$ cat src/rtl/sum8_pkg.sv
// Shared constants and width helpers for the eight-operand summer.
// Assumes unsigned operands and a fixed set size of eight lanes.
package sum8_pkg;
    localparam int NUM_OPS = 8;
    localparam int PIPE_LAT = 5;

    // Result width: eight lanes need three extra bits above the lane width.
    function automatic int sum_width(input int opw);
        return opw + 3;
    endfunction

    // Number of prefix levels needed to span a word of the given width.
    function automatic int prefix_levels(input int w);
        return $clog2(w);
    endfunction
endpackage

$ cat src/rtl/csa42.sv
// Carry-save [4:2] compressor built from two chained 3:2 rows per bit.
// Outputs a sum and a carry vector whose total equals a+b+c+d modulo 2**W.
// Assumes the caller sized W so that the true total never exceeds 2**W-1.
module csa42 #(
    parameter int W = 9
) (
    input  logic [W-1:0] a,
    input  logic [W-1:0] b,
    input  logic [W-1:0] c,
    input  logic [W-1:0] d,
    output logic [W-1:0] s,
    output logic [W-1:0] cy
);
    logic [W-1:0] mid;   // first-row sum per bit
    logic [W-1:0] tin;   // lateral carry between neighbouring bits

    assign tin[0] = 1'b0;
    assign cy[0]  = 1'b0;

    for (genvar i = 0; i < W; i++) begin : g_bit
        // First row: three-input sum and majority.
        assign mid[i] = a[i] ^ b[i] ^ c[i];
        // Second row: fold in d and the incoming lateral carry.
        assign s[i]   = mid[i] ^ d[i] ^ tin[i];
        if (i < W - 1) begin : g_up
            assign tin[i+1] = (a[i] & b[i]) | (a[i] & c[i]) | (b[i] & c[i]);
            assign cy[i+1]  = (mid[i] & d[i]) | (mid[i] & tin[i]) | (d[i] & tin[i]);
        end
    end
endmodule

$ cat src/rtl/prefix_span.sv
// A contiguous run of Kogge-Stone prefix levels (purely combinational).
// Levels FIRST .. FIRST+COUNT-1 are applied; level k combines bit i with bit i-2**k.
// Assumes g_i/p_i already hold the group signals produced by levels below FIRST.
module prefix_span #(
    parameter int W     = 9,
    parameter int FIRST = 0,
    parameter int COUNT = 2
) (
    input  logic [W-1:0] g_i,
    input  logic [W-1:0] p_i,
    output logic [W-1:0] g_o,
    output logic [W-1:0] p_o
);
    // Apply each prefix level in turn to the running group generate/propagate.
    always_comb begin
        logic [W-1:0] gk, pk, gn, pn;
        gk = g_i;
        pk = p_i;
        for (int k = FIRST; k < FIRST + COUNT; k++) begin
            gn = gk;
            pn = pk;
            for (int i = 0; i < W; i++) begin
                if (i >= (1 << k)) begin
                    gn[i] = gk[i] | (pk[i] & gk[i - (1 << k)]);
                    pn[i] = pk[i] & pk[i - (1 << k)];
                end
            end
            gk = gn;
            pk = pn;
        end
        g_o = gk;
        p_o = pk;
    end
endmodule

$ cat src/rtl/sum8_pipe.sv
// Five-stage summer of eight unsigned lanes, one set accepted per clock.
// Stage 1 compresses lanes 0-3; stages 2 and 3 fold in lanes 4-5 and 6-7,
// which wait in skew registers; stages 4 and 5 hold the two halves of a
// parallel-prefix carry-propagate adder. No stall or backpressure is supported.
module sum8_pipe
    import sum8_pkg::*;
#(
    parameter int OPW = 6
) (
    input  logic                       clk,
    input  logic                       rst_n,
    input  logic                       in_valid,
    input  logic [NUM_OPS*OPW-1:0]     ops_in,
    output logic [sum_width(OPW)-1:0]  sum_out,
    output logic                       out_valid
);
    localparam int SW    = sum_width(OPW);
    localparam int LVL   = prefix_levels(SW);
    localparam int LV_A  = LVL / 2;
    localparam int LV_B  = LVL - LV_A;
    localparam int CSA_N = 3;

    // Zero-extend a lane to the result width.
    function automatic logic [SW-1:0] ext(input logic [OPW-1:0] v);
        return {{(SW-OPW){1'b0}}, v};
    endfunction

    logic [OPW-1:0] lane [NUM_OPS];
    for (genvar k = 0; k < NUM_OPS; k++) begin : g_lane
        assign lane[k] = ops_in[k*OPW +: OPW];
    end

    logic [OPW-1:0] dly1 [4];   // lanes 4..7 after one edge
    logic [OPW-1:0] dly2 [2];   // lanes 6..7 after two edges

    // Skew registers: keep late lanes aligned with their own set.
    always_ff @(posedge clk) begin
        if (!rst_n) begin
            for (int j = 0; j < 4; j++) dly1[j] <= '0;
            for (int j = 0; j < 2; j++) dly2[j] <= '0;
        end else begin
            for (int j = 0; j < 4; j++) dly1[j] <= lane[4 + j];
            dly2[0] <= dly1[2];
            dly2[1] <= dly1[3];
        end
    end

    // Three compressor stages; each registers its carry-save pair.
    for (genvar g = 0; g < CSA_N; g++) begin : g_stg
        logic [SW-1:0] in_a, in_b, in_c, in_d;
        logic [SW-1:0] s_n, c_n;
        logic [SW-1:0] s_q, c_q;

        if (g == 0) begin : g_first
            assign in_a = ext(lane[0]);
            assign in_b = ext(lane[1]);
            assign in_c = ext(lane[2]);
            assign in_d = ext(lane[3]);
        end else if (g == 1) begin : g_second
            assign in_a = g_stg[0].s_q;
            assign in_b = g_stg[0].c_q;
            assign in_c = ext(dly1[0]);
            assign in_d = ext(dly1[1]);
        end else begin : g_third
            assign in_a = g_stg[1].s_q;
            assign in_b = g_stg[1].c_q;
            assign in_c = ext(dly2[0]);
            assign in_d = ext(dly2[1]);
        end

        csa42 #(.W(SW)) u_csa (
            .a  (in_a),
            .b  (in_b),
            .c  (in_c),
            .d  (in_d),
            .s  (s_n),
            .cy (c_n)
        );

        // Stage register for the carry-save pair.
        always_ff @(posedge clk) begin
            if (!rst_n) begin
                s_q <= '0;
                c_q <= '0;
            end else begin
                s_q <= s_n;
                c_q <= c_n;
            end
        end
    end

    logic [SW-1:0] bit_g, bit_p, g_mid, p_mid;
    logic [SW-1:0] g4_q, p4_q, h4_q;
    logic [SW-1:0] g_fin, p_fin;

    assign bit_g = g_stg[CSA_N-1].s_q & g_stg[CSA_N-1].c_q;
    assign bit_p = g_stg[CSA_N-1].s_q ^ g_stg[CSA_N-1].c_q;

    prefix_span #(.W(SW), .FIRST(0), .COUNT(LV_A)) u_pfx_lo (
        .g_i (bit_g),
        .p_i (bit_p),
        .g_o (g_mid),
        .p_o (p_mid)
    );

    // Stage 4 register: group signals after the lower prefix levels.
    always_ff @(posedge clk) begin
        if (!rst_n) begin
            g4_q <= '0;
            p4_q <= '0;
            h4_q <= '0;
        end else begin
            g4_q <= g_mid;
            p4_q <= p_mid;
            h4_q <= bit_p;
        end
    end

    prefix_span #(.W(SW), .FIRST(LV_A), .COUNT(LV_B)) u_pfx_hi (
        .g_i (g4_q),
        .p_i (p4_q),
        .g_o (g_fin),
        .p_o (p_fin)
    );

    logic unused_top;
    assign unused_top = ^{g_fin[SW-1], p_fin};

    // Stage 5 register: final XOR of half-sums with the incoming carries.
    always_ff @(posedge clk) begin
        if (!rst_n) sum_out <= '0;
        else        sum_out <= h4_q ^ {g_fin[SW-2:0], 1'b0};
    end

    logic [PIPE_LAT-1:0] vpipe;

    // Valid shift register, five deep, in step with the data.
    always_ff @(posedge clk) begin
        if (!rst_n) vpipe <= '0;
        else        vpipe <= {vpipe[PIPE_LAT-2:0], in_valid};
    end

    assign out_valid = vpipe[PIPE_LAT-1];
endmodule

$ cat config.mk
export PLATFORM = sky130hd
export DESIGN_NAME = sum8_pipe
export DESIGN_NICKNAME = d
export VERILOG_FILES = /design/src/rtl/sum8_pkg.sv /design/src/rtl/csa42.sv /design/src/rtl/prefix_span.sv /design/src/rtl/sum8_pipe.sv
export SDC_FILE = /design/constraint.sdc
export NUM_CORES = 1
export LEC_CHECK = 0
export ABC_AREA = 0
export BUFFER_PORTS_ARGS = -buffer_cell sky130_fd_sc_hd__buf_2
export CAP_MARGIN = 20
export CORE_MARGIN = 2
export CORE_UTILIZATION = 35
export DETAILED_ROUTE_END_ITERATION = 10
export HOLD_SLACK_MARGIN = 0.05
export SLEW_MARGIN = 20
export SYNTH_ARGS = -nofsm -noshare
export SYNTH_HDL_FRONTEND = slang
export SYNTH_SLANG_ARGS = --single-unit
$ cat constraint.sdc
create_clock -name clk -period 1.85 [get_ports clk]
set_input_delay 0.555 -clock clk [delete_from_list [all_inputs] [get_ports clk]]
set_output_delay 0.555 -clock clk [all_outputs]
set_load 0.03 [all_outputs]
After elaboration in Yosys (flattened, before gate mapping)
Memory sizes are Yosys's and may differ from the RTL's. Cells that the tools add are included.

Output and inout port bits: 10. Memories: 2. Memory bits (writable): 36. Register bits after elaboration: 93.

Memory list: dly1 (depth 4, width 6, read ports 4, clocked after memory_dff 0, write ports 4, RTL line sum8_pipe.sv:33) `logic [OPW-1:0] dly1 [4];`; dly2 (depth 2, width 6, read ports 2, clocked after memory_dff 0, write ports 2, RTL line sum8_pipe.sv:34) `logic [OPW-1:0] dly2 [2];`.

Mux-type cells: 8. Bitwise gates (word level): 313.

Operator list (number): $and 1x1->1 (140); $or 1x1->1 (89); $xor 1x1->1 (81); $mux 6 (6); $xor 9x9->9 (2); $and 8x8->8 (1); $mux 1 (2).

Depth between registers and ports, before layout
Gate-level depths: netlist of run 1. An unclocked memory read counts as a cell.

Depth in word-level cells: 7. Mapped depth: 5.

By module
From an unflattened synthesis of run 1, not the netlist that was laid out.

Cell total of the unflattened synthesis: 409. Area, all modules: 5149.9 µm².

By module, submodules not included: sum8_pipe (instances 1, cells an instance 294, area an instance 3761.1 µm²); csa42 (instances 3, cells an instance 21, area an instance 364.1 µm²); prefix_span at u_pfx_lo (instances 1, cells an instance 34, area an instance 165.2 µm²); prefix_span at u_pfx_hi (instances 1, cells an instance 18, area an instance 131.4 µm²).

Worst setup path after synthesis of run 1
OpenSTA, ideal clock, no wires.

Path kind: in2reg. Start: input ops_in[5]. End: register g_stg[0].s_q[5]. Path slack: 0.003 ns. Arrival time: 1.732 ns. Stages: 5. Required time: 1.735 ns. Setup time: 0.115 ns. Path through: inv_1 fa_1 inv_1 fa_1 and2_1.

Longest elaborated chain between the ends: 4.

Ends and longest elaborated chain: from (decl) (RTL line sum8_pipe.sv:13) `input logic [NUM_OPS*OPW-1:0] ops_in,`; $xor 1x1->1 (2 in series) (RTL line csa42.sv:22) `assign mid[i] = a[i] ^ b[i] ^ c[i];`; $xor 1x1->1 (2 in series) (RTL line csa42.sv:24) `assign s[i] = mid[i] ^ d[i] ^ tin[i];`; via g_stg[0].s_n[5] (RTL line sum8_pipe.sv:51) `logic [SW-1:0] s_n, c_n;`; to (signal assigned) (RTL line sum8_pipe.sv:86) `s_q <= s_n;`; to (decl) (RTL line sum8_pipe.sv:52) `logic [SW-1:0] s_q, c_q;`.

The timed path passes the listed nets, and every way through them passes these cells. A chain may end at the register's enable or synchronous reset.

Worst setup path in the final report of run 1
Start: register g_stg[1].s_q[5]. End: register g_stg[2].s_q[5].

Longest elaborated chain between the ends: 4.

Ends and longest elaborated chain (RTL line): from (decl) (sum8_pipe.sv:52); from (signal assigned) (sum8_pipe.sv:86); $xor 1x1->1 (2 in series) (csa42.sv:22); $xor 1x1->1 (2 in series) (csa42.sv:24); via g_stg[2].s_n[5] (sum8_pipe.sv:51); to (signal assigned) (sum8_pipe.sv:86); to (decl) (sum8_pipe.sv:52).

The timed path passes the listed nets, and every way through them passes these cells.

==> flow_metrics.env, run 1 <==
export IMPL_timing_hold_ws_ns=0.358
export IMPL_dpl_cell_area_um2=4540
export IMPL_peakVddDrop_v=0.000557
export IMPL_hpwl_um=3980
export IMPL_dieArea_um2=12700
export IMPL_hp_class="in -> reg"
export IMPL_status="finished, final reports clean"
export IMPL_area_growth_pct=24.9
export IMPL_yosysWarnings=0
export IMPL_drive_gt1_share_pct=22.9
export IMPL_syn_area_per_cell_um2=12.8
export IMPL_grt_max_degree=50
export IMPL_grtUsageTotal_pct=9.96
export IMPL_clock_latency_ns=0.41
export IMPL_max_stage_delay_ns=0.51
export IMPL_clock_path_buffers=2
export IMPL_critical_path_top_delay_family="adder cells"
export IMPL_insertedDiodeCount=0
export IMPL_drc=0
export IMPL_finalHoldViolations=0
export IMPL_switching_share_pct=21.1
export IMPL_synth_top_area_cell="dfxtp_1"
export IMPL_cp_arrival_ns=1.87
export IMPL_via_per_inst=4.07
export IMPL_first_iter_violations=47
export IMPL_synth_seq_cells=114
export IMPL_slowest_stage="fa_1"
export IMPL_nets=493
export IMPL_hp_start="ops_in[24]"
export IMPL_die_h_um=113
export IMPL_syn_nets=423
export IMPL_grt_overflow_total=0
export IMPL_die_w_um=113
export IMPL_crit_buf_inv=0
export IMPL_p_sw_w=0.00142
export IMPL_slew_limit_headroom_pct=78.5
export IMPL_min_to="dly1[0][0]"
export IMPL_p_total_w=0.00672
export IMPL_finalCriticalPeriod_ns=1.58
export IMPL_yosys_top_cells_count="114 x dfxtp_1, 95 x and2_1, 31 x fa_1, 18 x ha_1, 9 x buf_6"
export IMPL_via_count=2234
export IMPL_first_global_vias=2281
export IMPL_clk_pin_slew_ns=0.05
export IMPL_grt_pass1_wl_um=9710
export IMPL_dp_worst_setup_slack_ns=-0.137
export IMPL_finClkSkew_ns=0.0110
export IMPL_clock_sinks=114
export IMPL_synth_cell_types=21
export IMPL_initial_core_util_pct=36.0
export IMPL_ios=61
export IMPL_grt_antenna_before_repair=0
export IMPL_synth_most_common_cell="dfxtp_1"
export IMPL_slew_violations=0
export IMPL_worstPathRequired_ns=2.15
export IMPL_core_um2=11500
export IMPL_cts_tree="done"
export IMPL_synth_async_reset_ratio_pct=0
export IMPL_power_share_sequential_pct=41.0
export IMPL_synthCells=323
export IMPL_clkPwrFrac_pct=49.9
export IMPL_maxCapViolations=0
export IMPL_internal_power_w=0.00530
export IMPL_drt_total_wl_um=5550
export IMPL_cts_repair_resize_count=0
export IMPL_regArea_um2=2280
export IMPL_synth_seq_area_share_pct=55.3
export IMPL_fillCellCount=1057
export IMPL_netlist_area_um2=4130
export IMPL_crit_fanout=1
export IMPL_end_kind="register"
export IMPL_crit_path_start_kind="register"
export IMPL_wl_per_cell_um=10.1
export IMPL_io_buffers=60
export IMPL_synthTopCellsByArea="dfxtp_1 55%, fa_1 15%, and2_1 14%"
export IMPL_worst_slack_ns=0.272
export IMPL_cts_root_buf="clkbuf_16"
export IMPL_setup_viol=0
export IMPL_yosysTopAreaCellShare_pct=55.3
export IMPL_cts_setup_buffers=0
export IMPL_synth_edf_count=0
export IMPL_multiInputGateArea_um2=1710
export IMPL_p_per_area_nw_per_um2=1300
export IMPL_path_cells="fa_1, fa_1, and2_1"
export IMPL_fin_util_pct=45.0
export IMPL_synthFlopType="dfxtp_1"
export IMPL_worst_r2r_cell_count=3
export IMPL_reg2reg_to="g_stg[2].s_q[5]"
export IMPL_combinationalPowerShare_pct=9.1
export IMPL_hold_buffers=0
export IMPL_ctsHtreeMaxLevel=4
export IMPL_rsz0062_at_grt="no"
export IMPL_crit_top_cell="fa_1"
export IMPL_drtPass1Iterations=4
export IMPL_tightest_slew_ns=0.322
export IMPL_ant_nets=0
export IMPL_rows=39
export IMPL_fmax_mhz=634
export IMPL_holdPathStages=2
export IMPL_leakage_nw=2.37
export IMPL_gp_congestion=0.776
export IMPL_rrSetupSlack_ns=0.27
export IMPL_rr_startpoint="g_stg[1].s_q[5]"
export IMPL_finalCritPeriodShare_pct=85.3
export IMPL_design_area_um2=5160
export IMPL_cts_buffers=17
export IMPL_critical_path_class="reg -> reg"
## power by group through the flow
| stage | combinational (W) | clock (W) | sequential [W] |
|---|---|---|---|
| after floorplan | 0.000432 | 0 | 0.00282 |
| after global placement | 0.000609 | 0 | 0.00280 |
| after detailed placement | 0.000635 | 0 | 0.00281 |
| after CTS | 0.000640 | 0.00344 | 0.00276 |
| after global routing | 0.000737 | 0.00356 | 0.00277 |
| final | 0.000614 | 0.00335 | 0.00275 |
## final cells by class
type	count	area share, %
clock buffers	22	9.00
clock inverters	10	3.03
inverters	6	0.436
multi-input cells	191	33.1
flip-flops and latches	114	44.2
well taps	143	3.47
repair buffers	63	6.74
## through the flow
stage                     instances  TNS [ns]
final                           549         0
after global routing            549         0
after CTS                       549         0
after detailed placement        517    -0.460
after global placement          517    -0.283
after floorplan                 323         0
## sequential cells by signal (all words and copies together), names as in the netlist
name       count
h4_q           8
dly2          12
g_stg.s_q     24
vpipe          5
dly1          24
g4_q           7
sum_out        9
p4_q           4
g_stg.c_q     21
## kinds of logic after synthesis
logic type / share of synthesized area [%]
DFF: 55.3
buffers and inverters: 3.39
and+or+nand+nor: 17.4
adders and majority gates: 20.5
AOI/OAI and AO/OA: 1.64
muxes: 0.727
xor gates and xnor gates: 1.06
## worst reg2reg max path, stage by stage, from the launching register on
cell and delay, ns:
dfxtp_1 0.31, fa_1 0.51, fa_1 0.49, and2_1 0.16
## per-layer routing
| layer | up-vias | GRT usage, % | share of wire, % |
|---|---|---|---|
| li1 | 1155 | - | - |
| met1 | 1008 | 11.0 | 45 |
| met2 | 60 | 15.3 | 46 |
| met3 | 11 | 5.24 | 7.1 |
| met4 | 0 | 5.61 | 1.8 |
| met5 | - | 0 | 0 |
## layout by cell type, fill, tap and decap left out, types with 2 or more instances in the layout
cell / count
and3_1: 4
inv_1: 5
clkinv_2: 4
a21oi_1: 7
clkbuf_1: 3
and2_1: 95
clkbuf_16: 17
xnor2_1: 5
bufinv_16: 4
buf_2: 60
nand3_1: 6
nor2_1: 7
nand2b_1: 3
dfxtp_1: 114
o211ai_1: 2
clkbuf_8: 2
nand2_1: 7
mux2i_1: 3
fa_1: 31
ha_1: 18
buf_12: 2
o22ai_1: 2
## worst max path at each step
stage               slack, ns            start  depth (start not counted)               to
floorplan               0.003        ops_in[5]                          5  g_stg[0].s_q[5]
global placement        -0.09        ops_in[5]                          6  g_stg[0].s_q[5]
detailed placement      -0.14        ops_in[5]                          6  g_stg[0].s_q[5]
CTS                      0.26  g_stg[1].s_q[5]                          3  g_stg[2].s_q[5]
global route             0.20  g_stg[1].s_q[4]                          3  g_stg[2].s_q[4]
finish                   0.27  g_stg[1].s_q[5]                          3  g_stg[2].s_q[5]
Note: power is estimated with default switching activity, not from simulation.
==> run 2, diff against run 1 <==
PLACE_DENSITY = 0.53   (was unset)
==> flow_metrics.env, run 2 (synthesis gave the netlist of run 1 again) <==
export IMPL_hp_class="in -> reg"
export IMPL_via_per_inst=4.09
export IMPL_wl_per_cell_um=10.0
export IMPL_crit_top_cell="fa_1"
export IMPL_crit_fanout=1
export IMPL_nets=493
export IMPL_drc=0
export IMPL_top_usage_layer="met2"
export IMPL_dieArea_um2=12700
export IMPL_fmax_mhz=642
export IMPL_die_h_um=113
export IMPL_rows=39
export IMPL_finalCritPeriodShare_pct=84.2
export IMPL_drive_gt1_share_pct=22.5
export IMPL_core_um2=11500
export IMPL_crit_buf_inv=0
export IMPL_ios=61
export IMPL_grt_antenna_before_repair=0
export IMPL_critical_path_class="reg -> reg"
export IMPL_finalCriticalPeriod_ns=1.56
export IMPL_cts_setup_buffers=0
export IMPL_rsz0062_at_grt="no"
export IMPL_clock_path_buffers=2
export IMPL_met1_usage_pct=11.4
export IMPL_end_kind="register"
export IMPL_placed_cells=517
export IMPL_cts_repair_resize_count=0
export IMPL_grt_pass1_wl_um=9540
export IMPL_maxCapViolations=0
export IMPL_rrSetupSlack_ns=0.29
export IMPL_insertedDiodeCount=0
export IMPL_gp_congestion=0.809
export IMPL_fin_cells=548
export IMPL_max_stage_delay_ns=0.51
export IMPL_layout_commonest_cell="dfxtp_1"
export IMPL_io_buffers=60
export IMPL_worstPathRequired_ns=2.14
export IMPL_die_w_um=113
export IMPL_leakage_nw=2.35
export IMPL_cp_arrival_ns=1.85
export IMPL_largestRegisters="dly1: 24 flops, g_stg.s_q: 24 flops, g_stg.c_q: 21 flops"
export IMPL_slowest_stage="fa_1"
export IMPL_finClkSkew_ns=0.00563
export IMPL_first_global_vias=2222
export IMPL_via_count=2244
export IMPL_critical_path_top_delay_family="adder cells"
export IMPL_setup_viol=0
export IMPL_hold_buffers=0
export IMPL_ctsHtreeMaxLevel=4
export IMPL_tightest_slew_ns=0.464
export IMPL_mostFrequentLayoutCells="114 x dfxtp_1, 95 x and2_1, 60 x buf_2, 31 x fa_1, 18 x ha_1"
export IMPL_status="finished, final reports clean"
export IMPL_cts_tree="done"
export IMPL_drt_total_wl_um=5480
export IMPL_clk_pin_slew_ns=0.05
export IMPL_drtPass1Iterations=4
export IMPL_clock_latency_ns=0.40
export IMPL_ant_nets=0
export IMPL_fin_util_pct=44.5
export IMPL_peakVddDrop_v=0.000559
export IMPL_grtUsageTotal_pct=9.83
export IMPL_grt_overflow_total=0
export IMPL_p_per_area_nw_per_um2=1250
export IMPL_area_growth_pct=23.4
export IMPL_initial_core_util_pct=36.0
export IMPL_crit_path_start_kind="register"
export IMPL_hpwl_um=3930
export IMPL_finalHoldViolations=0
export IMPL_grt_use_met3_pct=4.75
export IMPL_grt_use_met2_pct=14.5
export IMPL_timing_hold_ws_ns=0.356
export IMPL_path_cells="fa_1, fa_1, and2_1"
export IMPL_clock_sinks=114
export IMPL_grt_max_degree=40
export IMPL_cts_buffers=17
export IMPL_tns_ns=0
export IMPL_cts_root_buf="clkbuf_16"
export IMPL_slew_limit_headroom_pct=69.0
export IMPL_slew_violations=0
export IMPL_first_iter_violations=34
## run 2: changes by cell type in the layout (fill, tap and decap cells not counted)
cell	change
clkbuf_1	+1
clkinv_4	-1
clkbuf_8	+3
bufinv_16	-3
clkinvlp_4	-1
## run 2: routing by layer
metal	vias to the layer above	share of wire, %	routed length, um
met5	-	0	0
met4	0	3.4	187
met3	17	6.0	328
met2	60	45	2450
met1	1010	46	2520
li1	1157	-	-
## run 2: layout make-up
cell class	instances	area [um^2]
clock buffers	26	509
well taps	143	179
fillers	1066	6370
clock inverters	5	50.0
repair buffers	63	348
flip-flops and latches	114	2280
inverters	6	22.5
multi-input cells	191	1710
## run 2: metrics by stage
step	power, W	area, um^2	worst slack (ns)
after floorplan	0.00325	4130	0.00310
after global placement	0.00341	4540	-0.0845
after detailed placement	0.00343	4540	-0.107
after CTS	0.00647	5100	0.275
after global routing	0.00672	5100	0.214
final	0.00635	5100	0.292
## run 2: worst paths after layout
| check | start | endpoint | cells after the start |
|---|---|---|---|
| setup / recovery | g_stg[1].s_q[3] | g_stg[2].s_q[3] | 3 |
| hold / removal | ops_in[24] | dly1[0][0] | 2 |
| setup reg to reg | g_stg[1].s_q[3] | g_stg[2].s_q[3] | 3 |
| hold reg to reg | p4_q[0] | sum_out[0] | 1 |
## run 2: where the power goes
| group | leakage [nW] | switching [W] | internal, W | total, W |
|---|---|---|---|---|
| Sequential | 0.937 | 0.0000791 | 0.00267 | 0.00275 |
| Clock | 0.280 | 0.000994 | 0.00200 | 0.00300 |
| Combinational | 1.13 | 0.000293 | 0.000312 | 0.000605 |
| Total | 2.35 | 0.00137 | 0.00499 | 0.00635 |
## run 2: worst reg2reg max path: cells and delay by family, from the launching register on
family,cells,cell delay [ns]
DFF,1,0.31
adders and majority gates,2,0.98
and+or+nand+nor,1,0.16
